--- config.mk ---
export PLATFORM = sky130hd
export DESIGN_NAME = serial_audio_rx
export DESIGN_NICKNAME = d
export VERILOG_FILES = /design/src/rtl/serial_audio_rx_pkg.sv /design/src/rtl/serial_audio_rx_ctrl.sv /design/src/rtl/serial_audio_rx_dp.sv /design/src/rtl/serial_audio_rx.sv
export SDC_FILE = /design/constraint.sdc
export NUM_CORES = 1
export LEC_CHECK = 0
export CORE_MARGIN = 1.5
export CORE_UTILIZATION = 57
export CTS_BUF_LIST = sky130_fd_sc_hd__clkbuf_8
export DETAILED_ROUTE_END_ITERATION = 8
export PLACE_DENSITY_LB_ADDON = 0.25
export SLEW_MARGIN = 40
export SYNTH_ARGS = -nofsm -noshare
export SYNTH_HDL_FRONTEND = slang
export SYNTH_HIERARCHICAL = 1
export SYNTH_SLANG_ARGS = --single-unit
--- constraint.sdc ---
create_clock -name bitClk -period 3.35 [get_ports bitClk]
set_input_delay 0.335 -clock bitClk [delete_from_list [all_inputs] [get_ports bitClk]]
set_output_delay 0.335 -clock bitClk [all_outputs]
set_load 0.03 [all_outputs]
--- src/rtl/serial_audio_rx_pkg.sv ---
package serial_audio_rx_pkg;

  // step between supported word lengths (24, 20, 16)
  localparam int LEN_STEP = 4;
  localparam int LEN_VARIANTS = 3;

  typedef enum logic [1:0] {
    FMT_I2S = 2'd0,
    FMT_LJ  = 2'd1,
    FMT_RJ  = 2'd2,
    FMT_DSP = 2'd3
  } fmt_e;

  // strobes from control to datapath
  typedef struct packed {
    logic       capLeft;   // store current word as pending left
    logic       emitPair;  // current word is right: publish pair
    logic       useHeld;   // word is in held shift contents (no new bit)
    logic [1:0] lenIdx;    // 0: full, 1: minus one step, 2: minus two steps
  } strobes_t;

endpackage

--- src/rtl/serial_audio_rx_ctrl.sv ---
module serial_audio_rx_ctrl
  import serial_audio_rx_pkg::*;
#(
  parameter int SAMPLE_W = 24,
  parameter int SLOT_W   = 7
) (
  input  logic       bitClk,
  input  logic       rstN,
  input  logic       frameClk,
  input  logic [1:0] fmtSel,
  input  logic [1:0] lenSel,
  output strobes_t   strobes
);

  localparam int MID_W   = SAMPLE_W - LEN_STEP;
  localparam int SHORT_W = SAMPLE_W - 2 * LEN_STEP;
  localparam logic [SLOT_W-1:0] SLOT_MAX = '1;
  localparam logic [SLOT_W-1:0] SLOT_ONE = SLOT_W'(1);

  fmt_e fmt;
  assign fmt = fmt_e'(fmtSel);

  logic              prevFrame;
  logic              havePrev;
  logic              started;
  logic              leftHave;
  logic [SLOT_W-1:0] slotReg;
  logic [SLOT_W-1:0] slotNow;
  logic [SLOT_W-1:0] wordLen;
  logic              riseNow;
  logic              fallNow;
  logic              restartNow;
  logic              activeNow;
  logic              capL;
  logic              capR;
  logic              useHeld;
  logic              emit;
  logic [1:0]        lenIdx;

  // edge detection and slot position within the current half / frame
  always_comb begin
    riseNow    = havePrev && frameClk && !prevFrame;
    fallNow    = havePrev && !frameClk && prevFrame;
    restartNow = (fmt == FMT_DSP) ? riseNow : (riseNow || fallNow);
    if (restartNow) begin
      slotNow = '0;
    end else if (slotReg == SLOT_MAX) begin
      slotNow = slotReg;
    end else begin
      slotNow = slotReg + SLOT_ONE;
    end
    activeNow = started || riseNow;
  end

  always_comb begin
    case (lenSel)
      2'd1:    begin wordLen = SLOT_W'(MID_W);    lenIdx = 2'd1; end
      2'd2:    begin wordLen = SLOT_W'(SHORT_W);  lenIdx = 2'd2; end
      default: begin wordLen = SLOT_W'(SAMPLE_W); lenIdx = 2'd0; end
    endcase
  end

  // capture decision per framing
  always_comb begin
    capL    = 1'b0;
    capR    = 1'b0;
    useHeld = 1'b0;
    case (fmt)
      FMT_I2S: begin
        if (activeNow && slotNow == wordLen) begin
          capL = !frameClk;
          capR = frameClk;
        end
      end
      FMT_LJ: begin
        if (activeNow && slotNow == wordLen - SLOT_ONE) begin
          capL = frameClk;
          capR = !frameClk;
        end
      end
      FMT_RJ: begin
        useHeld = 1'b1;
        if (started && (riseNow || fallNow)) begin
          capL = prevFrame;
          capR = !prevFrame;
        end
      end
      default: begin
        if (activeNow) begin
          capL = (slotNow == wordLen);
          capR = (slotNow == (wordLen << 1));
        end
      end
    endcase
    emit = capR && leftHave;
  end

  always_ff @(posedge bitClk or negedge rstN) begin
    if (!rstN) begin
      prevFrame <= 1'b0;
      havePrev  <= 1'b0;
      started   <= 1'b0;
      leftHave  <= 1'b0;
      slotReg   <= SLOT_MAX;
    end else begin
      prevFrame <= frameClk;
      havePrev  <= 1'b1;
      slotReg   <= slotNow;
      if (riseNow) begin
        started <= 1'b1;
      end
      if (emit) begin
        leftHave <= 1'b0;
      end else if (capL) begin
        leftHave <= 1'b1;
      end
    end
  end

  always_comb begin
    strobes.capLeft  = capL;
    strobes.emitPair = emit;
    strobes.useHeld  = useHeld;
    strobes.lenIdx   = lenIdx;
  end

endmodule

--- src/rtl/serial_audio_rx_dp.sv ---
module serial_audio_rx_dp
  import serial_audio_rx_pkg::*;
#(
  parameter int SAMPLE_W = 24
) (
  input  logic                bitClk,
  input  logic                rstN,
  input  logic                serData,
  input  strobes_t            strobes,
  output logic [SAMPLE_W-1:0] leftData,
  output logic [SAMPLE_W-1:0] rightData,
  output logic                pairValid
);

  logic [SAMPLE_W-1:0] shiftReg;
  logic [SAMPLE_W-1:0] shiftNext;
  logic [SAMPLE_W-1:0] rawWord;
  logic [SAMPLE_W-1:0] extWord;
  logic [SAMPLE_W-1:0] pendLeft;
  logic [SAMPLE_W-1:0] extCand [LEN_VARIANTS];

  assign shiftNext = {shiftReg[SAMPLE_W-2:0], serData};
  assign rawWord   = strobes.useHeld ? shiftReg : shiftNext;

  // one sign-extension variant per supported word length
  for (genvar g = 0; g < LEN_VARIANTS; g++) begin : g_ext
    localparam int LEN = SAMPLE_W - g * LEN_STEP;
    assign extCand[g] = SAMPLE_W'(signed'(rawWord[LEN-1:0]));
  end

  always_comb begin
    case (strobes.lenIdx)
      2'd1:    extWord = extCand[1];
      2'd2:    extWord = extCand[2];
      default: extWord = extCand[0];
    endcase
  end

  always_ff @(posedge bitClk or negedge rstN) begin
    if (!rstN) begin
      shiftReg  <= '0;
      pendLeft  <= '0;
      leftData  <= '0;
      rightData <= '0;
      pairValid <= 1'b0;
    end else begin
      shiftReg <= shiftNext;
      if (strobes.capLeft) begin
        pendLeft <= extWord;
      end
      if (strobes.emitPair) begin
        leftData  <= pendLeft;
        rightData <= extWord;
        pairValid <= 1'b1;
      end else begin
        pairValid <= 1'b0;
      end
    end
  end

endmodule

--- src/rtl/serial_audio_rx.sv ---
module serial_audio_rx
  import serial_audio_rx_pkg::*;
#(
  parameter int SAMPLE_W = 24,
  parameter int SLOT_W   = 7
) (
  input  logic                bitClk,
  input  logic                rstN,
  input  logic                frameClk,
  input  logic                serData,
  input  logic [1:0]          fmtSel,
  input  logic [1:0]          lenSel,
  output logic [SAMPLE_W-1:0] leftData,
  output logic [SAMPLE_W-1:0] rightData,
  output logic                pairValid
);

  strobes_t strobes;

  serial_audio_rx_ctrl #(
    .SAMPLE_W(SAMPLE_W),
    .SLOT_W  (SLOT_W)
  ) ctrl_i (
    .bitClk  (bitClk),
    .rstN    (rstN),
    .frameClk(frameClk),
    .fmtSel  (fmtSel),
    .lenSel  (lenSel),
    .strobes (strobes)
  );

  serial_audio_rx_dp #(
    .SAMPLE_W(SAMPLE_W)
  ) dp_i (
    .bitClk   (bitClk),
    .rstN     (rstN),
    .serData  (serData),
    .strobes  (strobes),
    .leftData (leftData),
    .rightData(rightData),
    .pairValid(pairValid)
  );

endmodule

==> impl_metrics.ini, run 1 <==
[worst_hold_path]
hold_path_class = in2async

[finish]
drive_gt1_share_pct = 18.7
fin_util_pct = 70.1
area_delta_synth_final_pct = 18.9
layout_common_cells = dfrtp_1 (101), nor2_1 (58), clkdlybuf4s50_1 (55)
finalNonFillerCells = 545
diodes = 0
nets = 452
final_area_um2 = 5440
fill_cells = 562
mostFrequentLayoutCell = dfrtp_1

[cts]
path_clk_slew_ns = 0.10
cts_root_buf = clkbuf_8
postCtsSetupBuffers = 0
tritoncts = yes
clockBufferDepth = 2
cts_resized = 0
cts.sinks = 108
ctsHtreeMaxLevel = 3
hold_buffers = 0
numCtsBuffers = 9
clock_latency_ns = 0.35

[synth]
ys_seq_area_share_pct = 59.2
syn_nets = 398
synth_area_um2 = 4580
syn_avg_cell_area_um2 = 11.9
async_flop_share_pct = 100
ys.flop_type = dfrtp_1
synth_cells = 385
yosysWarnings = 6
synth_cell_types = 54
yosys_register_bits = 108
synth_edf_count = 0

[placed_design]
post_dp_cell_area_um2 = 5230
gp_congestion = 0.809
pre_cts_ws_ns = 0.0882
io_buffers = 56
hpwl_um = 5840
place_inst = 530

[die]
rows = 32
initial_core_util_pct = 59.0
ios = 57
dieArea_um2 = 8580
coreArea_um2 = 7770
die_width_um = 92.6
fp.dieH_um = 92.6

[power]
peakVddDrop_mv = 0.593
leakage_nw = 2.32
total_power_mw = 4.99
powerDensity_nw_per_um2 = 917

[sta]
finalWorstSetupSlack_ns = 0.215
finalHoldViolations = 0
fin_tns_setup_ns = 0
fmax_mhz = 319
period_needed_ns = 3.14
tightest_slew_ns = 0.708
drv_slew = 0
slew_headroom_pct = 52.8
finalCritPeriodShare_pct = 93.6
finClkSkew_ns = 0.00964
rsz0062_at_grt = no
setup_violations = 0
whs_ns = 0.0100

[drt]
drt_iter0_markers = 114
firstDrtPassIters = 4
wl_per_cell_um = 16.3
drt-total-wl_um = 8860
num_vias = 3085
ant_nets = 0
drc = 0
vias_per_cell = 5.66

[grt]
grt_pass1_wl_um = 15200
grt_pass1_vias = 3131
antenna_found_initial = 0
grtUsageTotal_pct = 22.6
grt.overflow.total = 0
grt_max_degree = 60

[status]
status = finished clean

[critical_path]
cp-end-kind = flip-flop
crit_path_start_kind = flip-flop
crit_type = reg2reg
cp_max_fo = 57
critPathArrivalTime_ns = 3.38
required_ns = 3.59

[flow_run]
cap_violations = 0
## flip-flops by register name, indices dropped and copies added, names as in the netlist, 7 cells and up
| register | cells |
|---|---|
| dp_i/leftData | 24 |
| dp_i/pendLeft | 24 |
| dp_i/rightData | 24 |
| dp_i/shiftReg | 24 |
| ctrl_i/slotReg | 7 |
## logic make-up (layout without fill, tap and decap cells)
family	count (synthesis)	in the layout	synth area share, %
simple gates	106	106	11.3
xor+xnor	5	5	0.956
mux	55	55	13.1
compound gates	75	75	10.5
flops	108	108	59.2
other cells	1	1	0.0819
fa+ha+maj	5	5	1.37
buf+inv	30	88	3.47
## critical path, cell delays in order (launching register included)
cell and delay [ns]:
dfstp_2 0.62, ha_1 0.24, nand3_2 0.22, mux2i_1 0.30, and2_1 0.16, mux2i_1 0.07
nor3_1 0.32, o31ai_1 0.15, nor3_2 0.24, buf_12 0.29, mux2_2 0.38
## worst paths after layout
| kind | startpoint | slack, ns | cells past startpoint | endpoint |
|---|---|---|---|---|
| max reg2reg | ctrl_i/slotReg[0] | 0.21 | 10 | dp_i/leftData[8] |
| min | rstN | 0.01 | 1 | dp_i/pendLeft[4] |
| min reg2reg | dp_i/shiftReg[22] | 0.40 | 0 | dp_i/shiftReg[23] |
| min in group bitClk | dp_i/shiftReg[22] | 0.40 | 0 | dp_i/shiftReg[23] |
| max in group asynchronous | rstN | 2.43 | 2 | ctrl_i/slotReg[4] |
| max | ctrl_i/slotReg[0] | 0.21 | 10 | dp_i/leftData[8] |
## where the power goes
group	switching (mW)	total (mW)	internal (mW)
Clock	0.433	0.852	0.419
Combinational	1.14	2.04	0.902
Sequential	0.301	2.10	1.80
Total	1.87	4.99	3.12
## area by class of cell
class	instances	area, µm²	area share, %
flip-flops and latches	108	2710	49.8
well taps	102	128	2.34
clock inverters	6	88.8	1.63
multi-input cells	247	1720	31.5
inverters	6	22.5	0.414
repair buffers	67	653	12.0
clock buffers	9	124	2.28
## cells in the mapped netlist, types with 3 or more instances
library cell,number,area share (%)
dfrtp_1,101,55
nor2_1,58,4.8
a21oi_1,42,4.6
mux2_2,33,8.1
mux2i_1,20,4.4
nand2_1,14,1.1
a31oi_1,9,1.2
clkbuf_1,9,0.74
buf_2,7,0.76
dfstp_2,7,4.0
inv_1,6,0.49
nor3_1,6,0.66
ha_1,5,1.4
a22oi_1,4,0.66
buf_4,4,0.66
nor2b_1,4,0.55
xor2_1,4,0.76
buf_6,3,0.74
nand3_1,3,0.33
o31a_1,3,0.57
or2_2,3,0.41
## routing by layer
layer	part of all wire, %	up-vias	track usage, %	wire length, µm
li1	-	1452	-	-
met1	46	1545	31.1	4100
met2	49	74	36.3	4360
met3	3.2	14	4.76	285
met4	1.4	0	7.32	120
met5	0	-	0	0
No activity file was read; power rests on OpenSTA's default activity.
==> run 2, diff against run 1 <==
--- a/config.mk
+++ b/config.mk
@@ -5,8 +5,10 @@
 export SDC_FILE = /design/constraint.sdc
 export NUM_CORES = 1
 export LEC_CHECK = 0
+export CELL_PAD_IN_SITES_DETAIL_PLACEMENT = 2
+export CELL_PAD_IN_SITES_GLOBAL_PLACEMENT = 2
 export CORE_MARGIN = 1.5
-export CORE_UTILIZATION = 57
+export CORE_UTILIZATION = 38
 export CTS_BUF_LIST = sky130_fd_sc_hd__clkbuf_8
 export DETAILED_ROUTE_END_ITERATION = 8
 export PLACE_DENSITY_LB_ADDON = 0.25
==> impl_metrics.ini, run 2 (same netlist as run 1, synthesis figures left out) <==
[status]
status = finished clean

[sta]
rsz0062_at_grt = no
slew_headroom_pct = 57.6
fin_tns_setup_ns = 0
setup_violations = 0
period_needed_ns = 3.18
tightest_slew_ns = 0.636
finalWorstSetupSlack_ns = 0.166
whs_ns = 0.405
drv_slew = 0
finalHoldViolations = 0
finalCritPeriodShare_pct = 95.0
fmax_mhz = 314
finClkSkew_ns = 0.00833

[cts]
cts.sinks = 108
ctsHtreeMaxLevel = 3
postCtsSetupBuffers = 0
clock_latency_ns = 0.37
cts_root_buf = clkbuf_8
path_clk_slew_ns = 0.10
clockBufferDepth = 2
numCtsBuffers = 9
tritoncts = yes

[critical_path]
r2r_start = ctrl_i/slotReg[0]
reg2reg_slack_ns = 0.17
crit_path_start_kind = flip-flop
critPathArrivalTime_ns = 3.44
r2r_end = dp_i/leftData[22]
crit_type = reg2reg
cp_max_fo = 28
required_ns = 3.61
rr_worst_depth = 10
cp-end-kind = flip-flop

[drt]
firstDrtPassIters = 4
drt_iter0_markers = 99
drt-total-wl_um = 11500
num_vias = 3128
drc = 0
ant_nets = 0
wl_per_cell_um = 19.5
vias_per_cell = 5.30

[finish]
drive_gt1_share_pct = 19.9
layout_common_cells = dfrtp_1 (101), nor2_1 (58), clkdlybuf4s50_1 (55)
mostFrequentLayoutCell = dfrtp_1
area_delta_synth_final_pct = 21.6
nets = 455
diodes = 0

[grt]
grt_pass1_wl_um = 18700
grt_pass1_vias = 3593
antenna_found_initial = 0
grt_max_degree = 69
grtUsageTotal_pct = 18.8
grt.overflow.total = 0

[flow_run]
cap_violations = 0

[placed_design]
pre_cts_ws_ns = -0.0108
hpwl_um = 7670
io_buffers = 56
gp_congestion = 0.753

[power]
p_sw_share_pct = 38.7
seqPwrFrac_pct = 41.7
p_comb_share_pct = 41.2
switching_power_mw = 1.98
power_frac_clock_pct = 17.2
p_int_mw = 3.15
total_power_mw = 5.13
powerDensity_nw_per_um2 = 921
leakage_nw = 2.34
peakVddDrop_mv = 0.476

[worst_hold_path]
hold_path_class = reg2reg
holdPathStages = 0
hp-start = dp_i/shiftReg[15]
hold_end = dp_i/shiftReg[16]

[die]
die_width_um = 113
ios = 57
initial_core_util_pct = 39.6
coreArea_um2 = 11600
rows = 39
fp.dieH_um = 113
dieArea_um2 = 12700
==> run 2: power by group through the flow <==
stage | combinational (mW) | clock, mW | sequential (mW)
floorplan | 0.696 | 0 | 2.63
global placement | 2.01 | 0 | 2.12
detailed placement | 2.09 | 0 | 2.16
CTS | 2.12 | 0.916 | 2.14
global route | 2.25 | 0.958 | 2.20
finish | 2.11 | 0.881 | 2.14
==> run 2: cell type report <==
class	instances	area [µm²]
Multi-Input combinational cell	247	1740
Tap cell	143	179
Sequential cell	108	2710
Fill cell	1164	6000
Timing Repair Buffer	70	691
Clock buffer	9	124
Inverter	6	22.5
Clock inverter	7	97.6
==> run 2: critical path: stages, from the launching register on <==
cell and delay, ns:
dfstp_2 0.62, ha_1 0.30, or2_2 0.15, o21ai_1 0.08, a21oi_1 0.25, xnor2_1 0.23, nand2_1 0.10, o31a_1 0.36
nor3_4 0.31, clkbuf_16 0.29, mux2_2 0.37
==> run 2: repair_timing <==
action,in CTS,in global routing
resized for setup,0,6
endpoints found under the setup margin,0,27
hold buffers,1,0
hold endpoints to repair,64,0
==> run 2: how the worst max path moves through the flow <==
stage                                 start                 end  cells past startpoint
after global routing      ctrl_i/slotReg[0]   dp_i/rightData[1]                     12
after floorplan           ctrl_i/slotReg[0]  dp_i/rightData[22]                     13
after detailed placement          lenSel[0]    dp_i/leftData[6]                     11
after CTS                 ctrl_i/slotReg[0]   dp_i/leftData[23]                     10
final                     ctrl_i/slotReg[0]   dp_i/leftData[22]                     10
after global placement            lenSel[0]    dp_i/leftData[0]                     11
==> run 2: routing by layer <==
metal  GRT usage, %  up-vias  share of wire (%)
met4           4.81        0                1.1
met3           3.37       10                2.3
li1               -     1446                  -
met5              0        -                  0
met2           33.4       43                 52
met1           23.8     1629                 44
==> run 2: through the flow <==
step / instance area, µm² / util [%] / std cells
2_1_floorplan: 4580 / - / 385
3_3_place_gp: 5300 / 45.8 / 572
3_5_place_dp: 5300 / 45.8 / 572
4_1_cts: 5530 / 47.8 / 589
5_1_grt: 5570 / 48.2 / 590
6_report: 5570 / 48.2 / 590
==> run 3, diff against run 2 <==
--- a/config.mk
+++ b/config.mk
@@ -5,6 +5,7 @@
 export SDC_FILE = /design/constraint.sdc
 export NUM_CORES = 1
 export LEC_CHECK = 0
+export CAP_MARGIN = 25
 export CELL_PAD_IN_SITES_DETAIL_PLACEMENT = 2
 export CELL_PAD_IN_SITES_GLOBAL_PLACEMENT = 2
 export CORE_MARGIN = 1.5
==> constraint.sdc (replaced) <==
create_clock -name bitClk -period 3.5 [get_ports bitClk]
set_input_delay 0.35 -clock bitClk [delete_from_list [all_inputs] [get_ports bitClk]]
set_output_delay 0.35 -clock bitClk [all_outputs]
set_load 0.03 [all_outputs]
==> impl_metrics.ini, run 3 (same netlist as run 1, synthesis figures left out) <==
[status]
status = finished clean

[worst_hold_path]
hold_end = dp_i/shiftReg[17]
hold_path_class = reg2reg
hp-start = dp_i/shiftReg[16]
holdPathStages = 0

[sta]
slew_headroom_pct = 60.1
setup_violations = 0
finalHoldViolations = 0
drv_slew = 0
whs_ns = 0.407
finClkSkew_ns = 0.0111
period_needed_ns = 3.19
tightest_slew_ns = 0.598
fin_tns_setup_ns = 0
rsz0062_at_grt = no
fmax_mhz = 313
finalCritPeriodShare_pct = 91.2

[finish]
fin_util_pct = 48.0
area_delta_synth_final_pct = 21.3
nets = 453
diodes = 0
layout_common_cells = dfrtp_1 (101), nor2_1 (58), clkdlybuf4s50_1 (55)
mostFrequentLayoutCell = dfrtp_1
drive_gt1_share_pct = 19.1

[grt]
grt_max_degree = 67
grt_pass1_vias = 3694
grt.met3_usage_pct = 4.34
grtUsageTotal_pct = 19.5
grt_pass1_wl_um = 19400
busiest_layer = met2
antenna_found_initial = 0
met1_usage_pct = 24.1
grt_use_met2_pct = 33.8
grt.overflow.total = 0

[drt]
wl_per_cell_um = 19.0
drt-total-wl_um = 11200
num_vias = 3108
firstDrtPassIters = 4
vias_per_cell = 5.29
ant_nets = 0
drc = 0
drt_iter0_markers = 104

[critical_path]
cp-end-kind = flip-flop
r2r_start = ctrl_i/slotReg[0]
crit_type = reg2reg
crit_path_start_kind = flip-flop
critPathArrivalTime_ns = 3.46
cp_max_fo = 37
rr_worst_depth = 10
required_ns = 3.77
reg2reg_slack_ns = 0.31
r2r_end = dp_i/leftData[10]

[cts]
cts_resized = 0
tritoncts = yes
path_clk_slew_ns = 0.11
numCtsBuffers = 9
clock_latency_ns = 0.38
clockBufferDepth = 2
ctsHtreeMaxLevel = 3
cts_root_buf = clkbuf_8
cts.sinks = 108

[die]
rows = 39
die_width_um = 113
coreArea_um2 = 11600
ios = 57
dieArea_um2 = 12700
initial_core_util_pct = 39.6
fp.dieH_um = 113

[power]
leakage_nw = 2.34
powerDensity_nw_per_um2 = 890
peakVddDrop_mv = 0.391
total_power_mw = 4.95

[placed_design]
gp_congestion = 0.787
hpwl_um = 7730
io_buffers = 56

[flow_run]
cap_violations = 0
==> run 3: changes by cell type in the layout (fill, tap and decap cells not counted), moves of 2 or more <==
| cell | before | now |
|---|---|---|
| clkinv_2 | 2 | 0 |
| clkbuf_8 | 9 | 12 |
| buf_4 | 11 | 9 |
| buf_12 | 0 | 2 |
==> run 3: per-stage QoR <==
step | cell area, µm² | std cells | setup slack, ns
floorplan | 4580 | 385 | 0.641
global placement | 5300 | 571 | 0.235
detailed placement | 5300 | 571 | 0.145
CTS | 5540 | 587 | 0.283
global route | 5560 | 588 | 0.0142
finish | 5560 | 588 | 0.309
==> run 3: report_power, final <==
group / internal, mW / total, mW / switching (mW)
Clock: 0.467 / 0.904 / 0.437
Combinational: 0.870 / 2.00 / 1.13
Sequential: 1.73 / 2.04 / 0.313
==> run 3: layout make-up <==
type | instances | area, µm²
clock buffers | 12 | 165
clock inverters | 4 | 77.6
fillers | 1169 | 6010
inverters | 6 | 22.5
multi-input cells | 247 | 1720
flip-flops and latches | 108 | 2710
well taps | 143 | 179
repair buffers | 68 | 679
==> run 3: repair_timing <==
item / CTS / global route
setup buffers: 0 / 0
hold endpoints to repair: 0 / 59
hold buffers: 0 / 1
==> run 3: metal layers <==
metal / vias up / routed length, µm
li1: 1446 / -
met1: 1607 / 4990
met2: 42 / 5690
met3: 13 / 349
met4: 0 / 145
met5: - / 0
==> run 3: worst max path at each step <==
stage | from | end
final | ctrl_i/slotReg[0] | dp_i/leftData[10]
after floorplan | ctrl_i/slotReg[0] | dp_i/rightData[22]
after CTS | ctrl_i/slotReg[0] | dp_i/leftData[4]
after detailed placement | lenSel[0] | dp_i/leftData[15]
after global routing | ctrl_i/slotReg[0] | dp_i/leftData[4]
after global placement | lenSel[0] | dp_i/leftData[5]
==> run 3: critical path, stage by stage (launching register included) <==
cell and delay, ns:
dfstp_2 0.62, ha_1 0.26, nand3_2 0.23, mux2i_1 0.29, and2_1 0.16, mux2i_1 0.08, nor3_1 0.32, o31ai_1 0.15
nor3_2 0.32, buf_12 0.25, mux2_2 0.36
